[src/rtl/wsc_pkg.sv]
package wsc_pkg;

    typedef enum logic [1:0] {
        ST_IDLE = 2'd0,
        ST_HOLD = 2'd1,
        ST_ARM  = 2'd2,
        ST_WAIT = 2'd3
    } wsc_state_e;

    typedef struct packed {
        logic load;
        logic sub1;
        logic dec;
    } cnt_cmd_t;

    typedef struct packed {
        logic rdy;
        logic hold;
        logic waiting;
    } wsc_out_t;

    function automatic logic pick_sample(input logic per, input logic fast_mark,
                                         input logic per_mark);
        return per ? per_mark : fast_mark;
    endfunction

    function automatic wsc_out_t outs_of(input wsc_state_e st, input logic per);
        wsc_out_t o;
        o.hold    = (st == ST_HOLD);
        o.waiting = (st == ST_WAIT);
        o.rdy     = !(o.hold || o.waiting || ((st == ST_ARM) && per));
        return o;
    endfunction

endpackage

[src/rtl/wsc_wait_decode.sv]
module wsc_wait_decode #(
    parameter int LINES = 4
) (
    input  logic [LINES-1:0] wait_n,
    output logic [LINES-1:0] count,
    output logic             nonzero
);
    // each active-low line contributes 2^i when asserted
    for (genvar i = 0; i < LINES; i++) begin : g_line
        assign count[i] = ~wait_n[i];
    end

    assign nonzero = |count;
endmodule

[src/rtl/wsc_counter.sv]
module wsc_counter
    import wsc_pkg::*;
#(
    parameter int CNT_W = 4
) (
    input  logic             clk,
    input  logic             rst,
    input  cnt_cmd_t         cmd,
    input  logic [CNT_W-1:0] load_val,
    output logic [CNT_W-1:0] cnt,
    output logic             zero
);
    always_ff @(posedge clk) begin
        if (rst) begin
            cnt <= '0;
        end else if (cmd.load) begin
            cnt <= cmd.sub1 ? load_val - CNT_W'(1) : load_val;
        end else if (cmd.dec) begin
            cnt <= cnt - CNT_W'(1);
        end
    end

    assign zero = (cnt == '0);
endmodule

[src/rtl/wsc_seq.sv]
module wsc_seq
    import wsc_pkg::*;
(
    input  logic       clk,
    input  logic       rst,
    input  logic       t1_end,
    input  logic       t2_mid,
    input  logic       td2_mid,
    input  logic       cwait_n,
    input  logic       per_n,
    input  logic       cnt_zero,
    input  logic       count_nz,
    output wsc_state_e state,
    output logic       per_q,
    output cnt_cmd_t   cmd
);
    wsc_state_e nxt;
    logic       per_nxt;
    logic       sample;

    assign sample = pick_sample(per_q, t2_mid, td2_mid);

    always_comb begin
        nxt     = state;
        per_nxt = per_q;
        cmd     = '0;
        unique case (state)
            ST_IDLE: begin
                if (t1_end) begin
                    per_nxt = !per_n;
                    // hold outranks every other request
                    nxt     = cwait_n ? ST_ARM : ST_HOLD;
                end
            end
            ST_HOLD: begin
                if (cwait_n) nxt = ST_ARM;
            end
            ST_ARM: begin
                if (sample) begin
                    if (!cwait_n) begin
                        cmd.load = 1'b1;
                        nxt      = ST_WAIT;
                    end else if (count_nz) begin
                        cmd.load = 1'b1;
                        cmd.sub1 = 1'b1;
                        nxt      = ST_WAIT;
                    end else begin
                        nxt = ST_IDLE;
                    end
                end
            end
            ST_WAIT: begin
                if (!cwait_n) begin
                    cmd.load = 1'b1;
                end else if (cnt_zero) begin
                    nxt = ST_IDLE;
                end else begin
                    cmd.dec = 1'b1;
                end
            end
            default: nxt = ST_IDLE;
        endcase
    end

    always_ff @(posedge clk) begin
        if (rst) begin
            state <= ST_IDLE;
            per_q <= 1'b0;
        end else begin
            state <= nxt;
            per_q <= per_nxt;
        end
    end
endmodule

[src/rtl/wsc_ready_ctrl.sv]
module wsc_ready_ctrl
    import wsc_pkg::*;
#(
    parameter int WAIT_LINES = 4
) (
    input  logic                  clk,
    input  logic                  rst,
    input  logic                  t1_end,
    input  logic                  t2_mid,
    input  logic                  td2_mid,
    input  logic                  cwait_n,
    input  logic                  per_n,
    input  logic [WAIT_LINES-1:0] wait_n,
    output logic                  rdy,
    output logic                  hold,
    output logic                  waiting
);
    localparam int CNT_W = WAIT_LINES;

    logic [CNT_W-1:0] count_val;
    logic             count_nz;
    logic [CNT_W-1:0] cnt_q;
    logic             cnt_zero;
    wsc_state_e       state;
    logic             per_q;
    cnt_cmd_t         cmd;
    wsc_out_t         outs;

    wsc_wait_decode #(.LINES(WAIT_LINES)) u_dec (
        .wait_n  (wait_n),
        .count   (count_val),
        .nonzero (count_nz)
    );

    wsc_seq u_seq (
        .clk      (clk),
        .rst      (rst),
        .t1_end   (t1_end),
        .t2_mid   (t2_mid),
        .td2_mid  (td2_mid),
        .cwait_n  (cwait_n),
        .per_n    (per_n),
        .cnt_zero (cnt_zero),
        .count_nz (count_nz),
        .state    (state),
        .per_q    (per_q),
        .cmd      (cmd)
    );

    wsc_counter #(.CNT_W(CNT_W)) u_cnt (
        .clk      (clk),
        .rst      (rst),
        .cmd      (cmd),
        .load_val (count_val),
        .cnt      (cnt_q),
        .zero     (cnt_zero)
    );

    assign outs    = outs_of(state, per_q);
    assign rdy     = outs.rdy;
    assign hold    = outs.hold;
    assign waiting = outs.waiting;
endmodule

[config.mk]
export PLATFORM = sky130hd
export DESIGN_NAME = wsc_ready_ctrl
export DESIGN_NICKNAME = d
export VERILOG_FILES = /design/src/rtl/wsc_pkg.sv /design/src/rtl/wsc_wait_decode.sv /design/src/rtl/wsc_counter.sv /design/src/rtl/wsc_seq.sv /design/src/rtl/wsc_ready_ctrl.sv
export SDC_FILE = /design/constraint.sdc
export NUM_CORES = 1
export LEC_CHECK = 0
export BUFFER_PORTS_ARGS = -buffer_cell sky130_fd_sc_hd__clkbuf_2
export CORE_MARGIN = 2
export CORE_UTILIZATION = 30
export DETAILED_ROUTE_END_ITERATION = 8
export SLEW_MARGIN = 30
export SYNTH_ARGS = -nofsm -noshare
export SYNTH_HDL_FRONTEND = slang
export SYNTH_SLANG_ARGS = --single-unit
[constraint.sdc]
create_clock -name clk -period 3.37 [get_ports clk]
set_clock_uncertainty 0.05 [all_clocks]
set_input_delay 0.8425 -clock clk [delete_from_list [all_inputs] [get_ports clk]]
set_output_delay 0.8425 -clock clk [all_outputs]
set_load 0.005 [all_outputs]
==> results of run 1 <==
## sequential cells by signal, summed over array words and instances (netlist names)
register and cells:
u_seq.state 2, u_seq.per_q 1, u_cnt.cnt 4
## layer usage
layer  GRT usage, %  vias to the layer above  routed length (µm)
li1               -                      280                   -
met1           16.1                      247                 557
met2           20.3                       11                 597
met3           4.53                        2                  49
met4           3.24                        0                  10
met5              0                        -                   0
## cell families (layout without fill, tap and decap cells)
kind of cell | count (synthesis) | count (layout) | share of synthesized area, %
compound gates | 18 | 18 | 25.2
xor+xnor | 5 | 5 | 7.61
fa+ha+maj | 2 | 2 | 4.35
buf+inv | 8 | 23 | 6.09
flops | 7 | 7 | 24.3
mux | 5 | 5 | 8.91
simple gates | 22 | 22 | 23.5
## metrics by stage
| stage | area, µm² | std cells | total power, W |
|---|---|---|---|
| 2_1_floorplan | 576 | 67 | 0.000173 |
| 3_3_place_gp | 659 | 103 | 0.000197 |
| 3_5_place_dp | 659 | 103 | 0.000197 |
| 4_1_cts | 687 | 107 | 0.000275 |
| 5_1_grt | 687 | 107 | 0.000290 |
| 6_report | 687 | 107 | 0.000272 |
## power by group
group | total, W | switching [W] | internal [W]
Sequential | 0.000108 | 0.0000159 | 0.0000917
Combinational | 0.0000877 | 0.0000445 | 0.0000432
Clock | 0.0000767 | 0.0000333 | 0.0000434
Total | 0.000272 | 0.0000937 | 0.000178
## worst paths after layout
| kind | startpoint | to | cells after the start |
|---|---|---|---|
| worst max-delay path | u_seq.state[0] | waiting | 3 |
| worst min-delay path | u_seq.per_q | u_seq.per_q | 2 |
| worst max register to register | u_cnt.cnt[0] | u_seq.state[1] | 6 |
| worst min register to register | u_seq.per_q | u_seq.per_q | 2 |
## final cells by class
cell class,count,area share [%]
Clock buffer,3,3.28
Multi-Input combinational cell,52,58.3
Inverter,6,3.28
Timing Repair Buffer,13,9.47
Clock inverter,1,0.729
Tap cell,25,4.55
Sequential cell,7,20.4
## worst min-delay path: cells and delay by family, from the launching register on
| family | cells | cell delay (ps) |
|---|---|---|
| AOI/OAI and AO/OA | 2 | 180 |
| DFF | 1 | 340 |
## cell usage in the layout, fill, tap and decap left out, types with 2 or more instances in the layout
master,synthesis,layout
a21oi_1,3,3
clkbuf_2,0,13
clkbuf_4,0,3
dfxtp_1,7,7
ha_1,2,2
inv_1,6,6
mux2i_1,4,4
nand2_1,3,3
nand3_1,3,3
nor2_1,3,3
nor3_1,4,4
o21a_1,2,2
o21ai_0,2,2
o2bb2ai_1,3,3
or3_1,3,3
xnor2_1,5,5
==> run_results.csv, run 1 <==
group,metric,value,unit
outcome,outcome,"completed",
synth,synthTopCellsByArea,"dfxtp_1 24%, xnor2_1 7.6%, mux2i_1 7.0%, o2bb2ai_1 4.6%, ha_1 4.3%",
cells_and_area,area_growth_syn_to_layout,19.3,%
grt,grt.overflow.total,0,
critical_path,crit_arrival,1200,ps
place,dp_slack,1100,ps
critical_path,slowest_stage,"dfxtp_1",
critical_path,crit_required,2480,ps
synth,syn_inst,67,
sta,finalCritPeriodShare,62.1,%
cells_and_area,fillers,204,
grt,grt_util_all_layers,12.6,%
cells_and_area,utilization,38.9,%
cts,postCtsResizedCells,0,
routing,viasPerCell,5.05,
synth,synth_enable_flop_cells,0,
critical_path,reg2reg_slack,1680,ps
routing,antenna_left,0,
sta,hold_slack,523,ps
synth,syn_area_per_cell,8.59,µm²
synth,synthArstFlopShare,0,%
critical_path,path_buf_inv,2,
cts,htreeDepth,1,
die,core-area,1760,µm²
cells_and_area,seqCellArea,140,µm²
sta,timing.fmax,478,MHz
routing,routed_wl,1220,µm
cts,cts_root_buf,"clkbuf_4",
synth,ys_ff_latch,7,
routing,drc_errors,0,
sta,rsz0062_at_grt,"no",
sta,finalSetupViolCount,0,
synth,synth_seq_area_share,24.3,%
critical_path,cpPeakStageDelay,560,ps
cells_and_area,nNetsFinal,96,
routing,wl_per_cell,11.4,µm
synth,synth_top_area_share,24.3,%
grt,grt_first_pass_wirelength,2010,µm
cts,clkSinkCount,7,
power,p_leak,0.258,nW
hold_path,hold_path.class,"register to register",
place,gp_congestion,0.801,
sta,tns,0,ps
synth,syn_nets,80,
synth,synthTopCellsByCount,"7 x dfxtp_1, 6 x inv_1, 5 x xnor2_1",
grt,first_global_vias,462,
cts,hold_buffers,0,
grt,grt_max_degree,12,
die,io_pins,14,
cts,cts_tree,"yes",
die,dieWidth,47.8,µm
critical_path,crit_path_start_kind,"register",
cts,cts.path.max_buffers,2,
cells_and_area,antenna_cells,0,
cts,numCtsBuffers,3,
critical_path,crit_type,"register to output port",
synth,netlist_area,576,µm²
die,die_h,47.8,µm
place,hpwl,969,µm
sta,post-route-min-period,2090,ps
cells_and_area,drive_above_1_share,28.0,%
critical_path,path_delay_family,"flip-flops",
routing,drtPass1Iterations,4,
synth,yosysTopAreaCell,"dfxtp_1",
cts,clk_latency,250,ps
power,peakVddDrop,0.203,mV
critical_path,critical_path.cell_chain,"inv_1 > nor2_1 > clkbuf_2",
sta,worstMarginPinSlew,399,ps
power,power_density,396,nW/µm²
cts,cts_setup_buffers,0,
place,portBuffers,13,
sta,fin_ws,1280,ps
sta,hold_viol_final,0,
routing,drt_iter0_markers,8,
sta,slew_headroom,72.7,%
die,die_area,2280,µm²
synth,yosysMostFrequentCell,"dfxtp_1",
sta,slew_viol_final,0,
synth,synth_ff_type,"dfxtp_1",
cells_and_area,multi_input_area,400,µm²
routing,via_count,540,
synth,synth_cell_type_count,31,
cts,clk_pin_slew,60,ps
grt,antenna_found_initial,0,
synth,synth_warnings,0,
job,maxCapViolations,0,
critical_path,cp-end-kind,"output port",
critical_path,critPathMaxFanout,11,
die,num_rows,15,
die,initial_core_util,32.6,%
(Power assumes the default switching activity.)
==> inputs of run 2 (changes only) <==
clock period = 1.81 ns   (was 3.37 ns; I/O delays follow)
==> run 2 against run 1 <==
Against the previous run:
- cell count is 3.7% higher
- non-clock buffer count is 4 higher
- register-to-register slack worse by 1500 ps
- hold slack worse by 170 ps
- sequential share of layout area is 0.71 points lower
- largest cell class unchanged
- clock power is 90% higher
==> run_results.csv, run 2 (same netlist as run 1, synthesis figures left out) <==
group,metric,value,unit
place,gp_congestion,0.793,
sta,timing.fmax,600,MHz
place,dp_slack,-9.70,ps
power,power_density,731,nW/µm²
critical_path,cpPeakStageDelay,520,ps
critical_path,critPathMaxFanout,10,
sta,slew_headroom,71.1,%
grt,grt_util_met3,3.40,%
critical_path,path_delay_family,"flip-flops",
place,hpwl,1010,µm
grt,grt_first_pass_wirelength,2040,µm
routing,via_count,536,
cts,clk_pin_slew,50,ps
critical_path,cp-end-kind,"output port",
critical_path,r2r_end,"u_cnt.cnt[0]",
routing,antenna_left,0,
cells_and_area,area_growth_syn_to_layout,24.8,%
cts,cts_tree,"yes",
die,io_pins,14,
cells_and_area,reg_top3,"u_cnt.cnt: 4 flops, u_seq.state: 2 flops, u_seq.per_q: 1 flops",
grt,grtUsageMet1,16.7,%
power,power.switching,0.000178,W
grt,grt_most_used_layer,"met2",
grt,first_global_vias,479,
sta,hold_viol_final,0,
cells_and_area,utilization,40.7,%
place,portBuffers,13,
cts,numCtsBuffers,3,
cells_and_area,drive_above_1_share,31.4,%
die,die_area,2280,µm²
cts,cts_root_buf,"clkbuf_4",
cells_and_area,stdcell_area,718,µm²
critical_path,crit_type,"register to output port",
hold_path,whs_path_depth,2,
die,die_h,47.8,µm
power,p_seq_share,38.4,%
critical_path,crit_arrival,1170,ps
critical_path,crit_path_start_kind,"register",
critical_path,r2r_cells,7,
power,p_leak,0.274,nW
cells_and_area,final_cell_mix,"13 x clkbuf_2, 6 x inv_1, 6 x dfxtp_1, 5 x xnor2_1",
critical_path,slowest_stage,"dfxtp_1",
sta,slew_viol_final,0,
critical_path,crit_required,1310,ps
power,power.share.clock,27.8,%
sta,finalSetupViolCount,0,
sta,post-route-min-period,1670,ps
grt,met2_usage,21.3,%
place,placed_cell_area,682,µm²
sta,fin_ws,142,ps
outcome,outcome,"completed",
critical_path,r2r-start,"u_cnt.cnt[0]",
grt,grt.overflow.total,0,
cells_and_area,final_common_cell,"clkbuf_2",
cts,htreeDepth,1,
routing,drtPass1Iterations,3,
grt,grt_util_all_layers,12.9,%
die,num_rows,15,
sta,rsz0062_at_grt,"no",
cells_and_area,regMostFlops,"u_cnt.cnt",
hold_path,min_from,"per_n",
routing,drt_iter0_markers,3,
cells_and_area,largest_register_ffs,4,
critical_path,path_buf_inv,2,
grt,antenna_found_initial,0,
routing,wl_per_cell,11.3,µm
routing,viasPerCell,4.83,
hold_path,hold_path.class,"input pin to register",
sta,finalCritPeriodShare,92.1,%
power,power.internal,0.000347,W
routing,routed_wl,1250,µm
cts,cts.path.max_buffers,2,
sta,worstMarginPinSlew,422,ps
grt,grt_max_degree,12,
cells_and_area,nNetsFinal,100,
cells_and_area,antenna_cells,0,
die,initial_core_util,32.6,%
routing,drc_errors,0,
die,dieWidth,47.8,µm
power,switching_share,33.8,%
die,core-area,1760,µm²
cts,clkSinkCount,7,
hold_path,hold_end,"u_seq.per_q",
job,maxCapViolations,0,
critical_path,critical_path.cell_chain,"inv_1 > nor2_1 > clkbuf_2",
power,peakVddDrop,0.323,mV
power,p_comb_share,33.8,%
critical_path,reg2reg_slack,150,ps
cts,clk_latency,250,ps
run 2: routing by layer:
| metal | part of all wire, % | wire length, µm |
|---|---|---|
| met5 | 0 | 0 |
| met4 | 0.48 | 6 |
| met3 | 2.1 | 26 |
| met2 | 48 | 605 |
| met1 | 49 | 613 |
run 2: what timing repair did:
item / CTS / global route
setup buffers: 0 / 1
endpoints found under the setup margin: 0 / 4
gates resized for setup: 0 / 2
hold buffers: 0 / 0
endpoints found under the hold margin: 0 / 0
run 2: layout make-up:
class / count / area (µm²)
multi-input cells: 52 / 402
inverters: 6 / 22.5
clock buffers: 4 / 26.3
well taps: 25 / 31.3
repair buffers: 17 / 95.1
fillers: 198 / 1050
flip-flops and latches: 7 / 141
run 2: power by group through the flow:
| stage | Sequential [W] | Combinational (W) | Clock [W] |
|---|---|---|---|
| global placement | 0.000204 | 0.000167 | 0 |
| global route | 0.000206 | 0.000199 | 0.000161 |
| floorplan | 0.000185 | 0.000137 | 0 |
| detailed placement | 0.000204 | 0.000170 | 0 |
| finish | 0.000202 | 0.000177 | 0.000146 |
| CTS | 0.000201 | 0.000171 | 0.000148 |
run 2: worst max path at each step:
stage,end,depth (start not counted),startpoint,slack (ps)
2_1_floorplan,u_cnt.cnt[0],5,wait_n[0],140
3_5_place_dp,u_cnt.cnt[3],6,wait_n[0],-10
6_report,waiting,3,u_seq.state[1],140
5_1_grt,waiting,3,u_seq.state[1],30
4_1_cts,u_seq.state[1],6,u_cnt.cnt[0],70
3_3_place_gp,u_cnt.cnt[0],6,wait_n[0],-3
run 2: stage by stage:
stage	power (W)	std cells	hold slack, ps	TNS (ps)
final	0.000525	111	352	0
after global routing	0.000566	111	350	0
after CTS	0.000519	110	352	0
after detailed placement	0.000374	106	522	-28.7
after global placement	0.000371	106	509	-3.02
after floorplan	0.000322	67	475	0
run 2: worst register-to-register path, stage by stage (launching register included):
cell and delay [ps]:
dfxtp_1 350, inv_1 50, ha_1 200, nor3b_4 160
buf_4 150, or3_1 340, a31oi_1 170, o21a_1 130
==> inputs of run 3 (changes only) <==
SETUP_SLACK_MARGIN = 0.4   (was default)
==> run 3 against run 2 <==
Against the previous run:
- critical path depth increased by 4
- flip-flop and latch count unchanged
- utilization increased by 7.9 points
- hold slack got worse by 3.2 ps
- die area unchanged
- total power increased by 13%
==> run_results.csv, run 3 (same netlist as run 1, synthesis figures left out) <==
group,metric,value,unit
outcome,outcome,"completed",
sta,finalSetupViolCount,0,
place,portBuffers,13,
cells_and_area,utilization,48.6,%
grt,first_global_vias,541,
cts,numCtsBuffers,3,
critical_path,crit_path_start_kind,"register",
routing,routed_wl,1450,µm
routing,drc_errors,0,
power,peakVddDrop,0.229,mV
cts,cts.path.max_buffers,2,
die,die_h,47.8,µm
sta,hold_viol_final,0,
power,p_leak,0.322,nW
critical_path,slowest_stage,"or3_1",
die,dieWidth,47.8,µm
cells_and_area,final_cell_mix,"10 x clkbuf_2, 9 x buf_4, 5 x xnor2_1, 4 x nor3_1",
die,initial_core_util,32.6,%
routing,via_count,594,
sta,timing.fmax,645,MHz
critical_path,crit_required,1950,ps
cells_and_area,final_common_cell,"clkbuf_2",
cts,htreeDepth,1,
critical_path,critPathMaxFanout,4,
grt,grt_util_all_layers,14.8,%
hold_path,hold_path.class,"input pin to register",
power,power_density,695,nW/µm²
place,gp_congestion,0.845,
cts,clkSinkCount,7,
grt,antenna_found_initial,0,
cts,clk_latency,250,ps
cells_and_area,area_growth_syn_to_layout,48.9,%
cts,cts_root_buf,"clkbuf_4",
critical_path,crit_arrival,1690,ps
die,num_rows,15,
sta,rsz0062_at_grt,"yes",
critical_path,critical_path.cell_chain,"inv_2 > ha_4 > nor3b_4 > buf_4 > or3_1 > a31oi_1 > o21a_1",
die,core-area,1760,µm²
critical_path,reg2reg_slack,260,ps
cells_and_area,antenna_cells,0,
routing,viasPerCell,5.08,
die,die_area,2280,µm²
cts,cts_tree,"yes",
critical_path,crit_type,"register to register",
sta,slew_headroom,77.1,%
cells_and_area,largest_register_ffs,4,
cells_and_area,reg_top3,"u_cnt.cnt: 4 flops, u_seq.state: 2 flops, u_seq.per_q: 1 flops",
cells_and_area,regMostFlops,"u_cnt.cnt",
routing,antenna_left,0,
routing,drt_iter0_markers,3,
grt,grt_max_degree,11,
cts,clk_pin_slew,50,ps
grt,grt_first_pass_wirelength,2260,µm
routing,wl_per_cell,12.4,µm
job,maxCapViolations,0,
sta,tns,0,ps
critical_path,cpPeakStageDelay,340,ps
sta,hold_slack,348,ps
die,io_pins,14,
grt,grt.overflow.total,0,
sta,finalCritPeriodShare,85.6,%
sta,worstMarginPinSlew,343,ps
place,hpwl,1030,µm
sta,post-route-min-period,1550,ps
routing,drtPass1Iterations,2,
cells_and_area,nNetsFinal,106,
sta,slew_viol_final,0,
power,p_total,0.000595,W
critical_path,cp-end-kind,"register",
cells_and_area,drive_above_1_share,51.1,%
[run 3: cell count changes in the layout (fill, tap and decap cells not counted), sizes merged]
| cell | before | now |
|---|---|---|
| buf | 4 | 13 |
| clkbuf | 17 | 14 |
[run 3: per-stage QoR]
step	instance area, µm²	setup WS (ps)	instances
detailed placement	679	1.99	104
global placement	679	49.6	104
global route	857	191	117
finish	857	261	117
floorplan	588	228	67
CTS	805	245	114
[run 3: worst paths after layout]
path,startpoint,to,depth (start not counted)
hold / removal,per_n,u_seq.per_q,2
setup / recovery,u_cnt.cnt[1],u_cnt.cnt[0],7
hold reg to reg,u_seq.state[1],u_seq.state[1],2
setup reg to reg,u_cnt.cnt[1],u_cnt.cnt[0],7
[run 3: power breakdown]
group          switching (W)  total (W)  leakage, nW  internal, W
clock network      0.0000560   0.000140       0.0150    0.0000840
registers          0.0000267   0.000201       0.0596     0.000174
logic               0.000115   0.000255        0.247     0.000140
[run 3: repair_timing]
action / 4_1_cts / 5_1_grt
setup endpoints to repair: 9 / 9
cloned: 0 / 0
setup buffers: 6 / 3
hold buffers: 0 / 0
gates resized for setup: 17 / 9
pin swaps: 4 / 5
[run 3: metal layers]
layer	global-route usage (%)	wire length, µm
met1	18.1	651
met2	22.9	745
met3	2.26	30
met4	11.4	20
met5	0	0
[run 3: cell type report]
class                           count  area (µm²)
Fill cell                         189         907
Timing Repair Buffer               23         164
Clock buffer                        4        26.3
Sequential cell                     7         150
Tap cell                           25        31.3
Multi-Input combinational cell     52         460
Inverter                            6        25.0
[run 3: critical path: cells and delay by family, from the launching register on]
kind | cells | cell delay, ps
AOI/OAI and AO/OA | 2 | 290
buffers and inverters | 2 | 180
adders and majority gates | 1 | 150
and+or+nand+nor | 2 | 500
DFF | 1 | 330
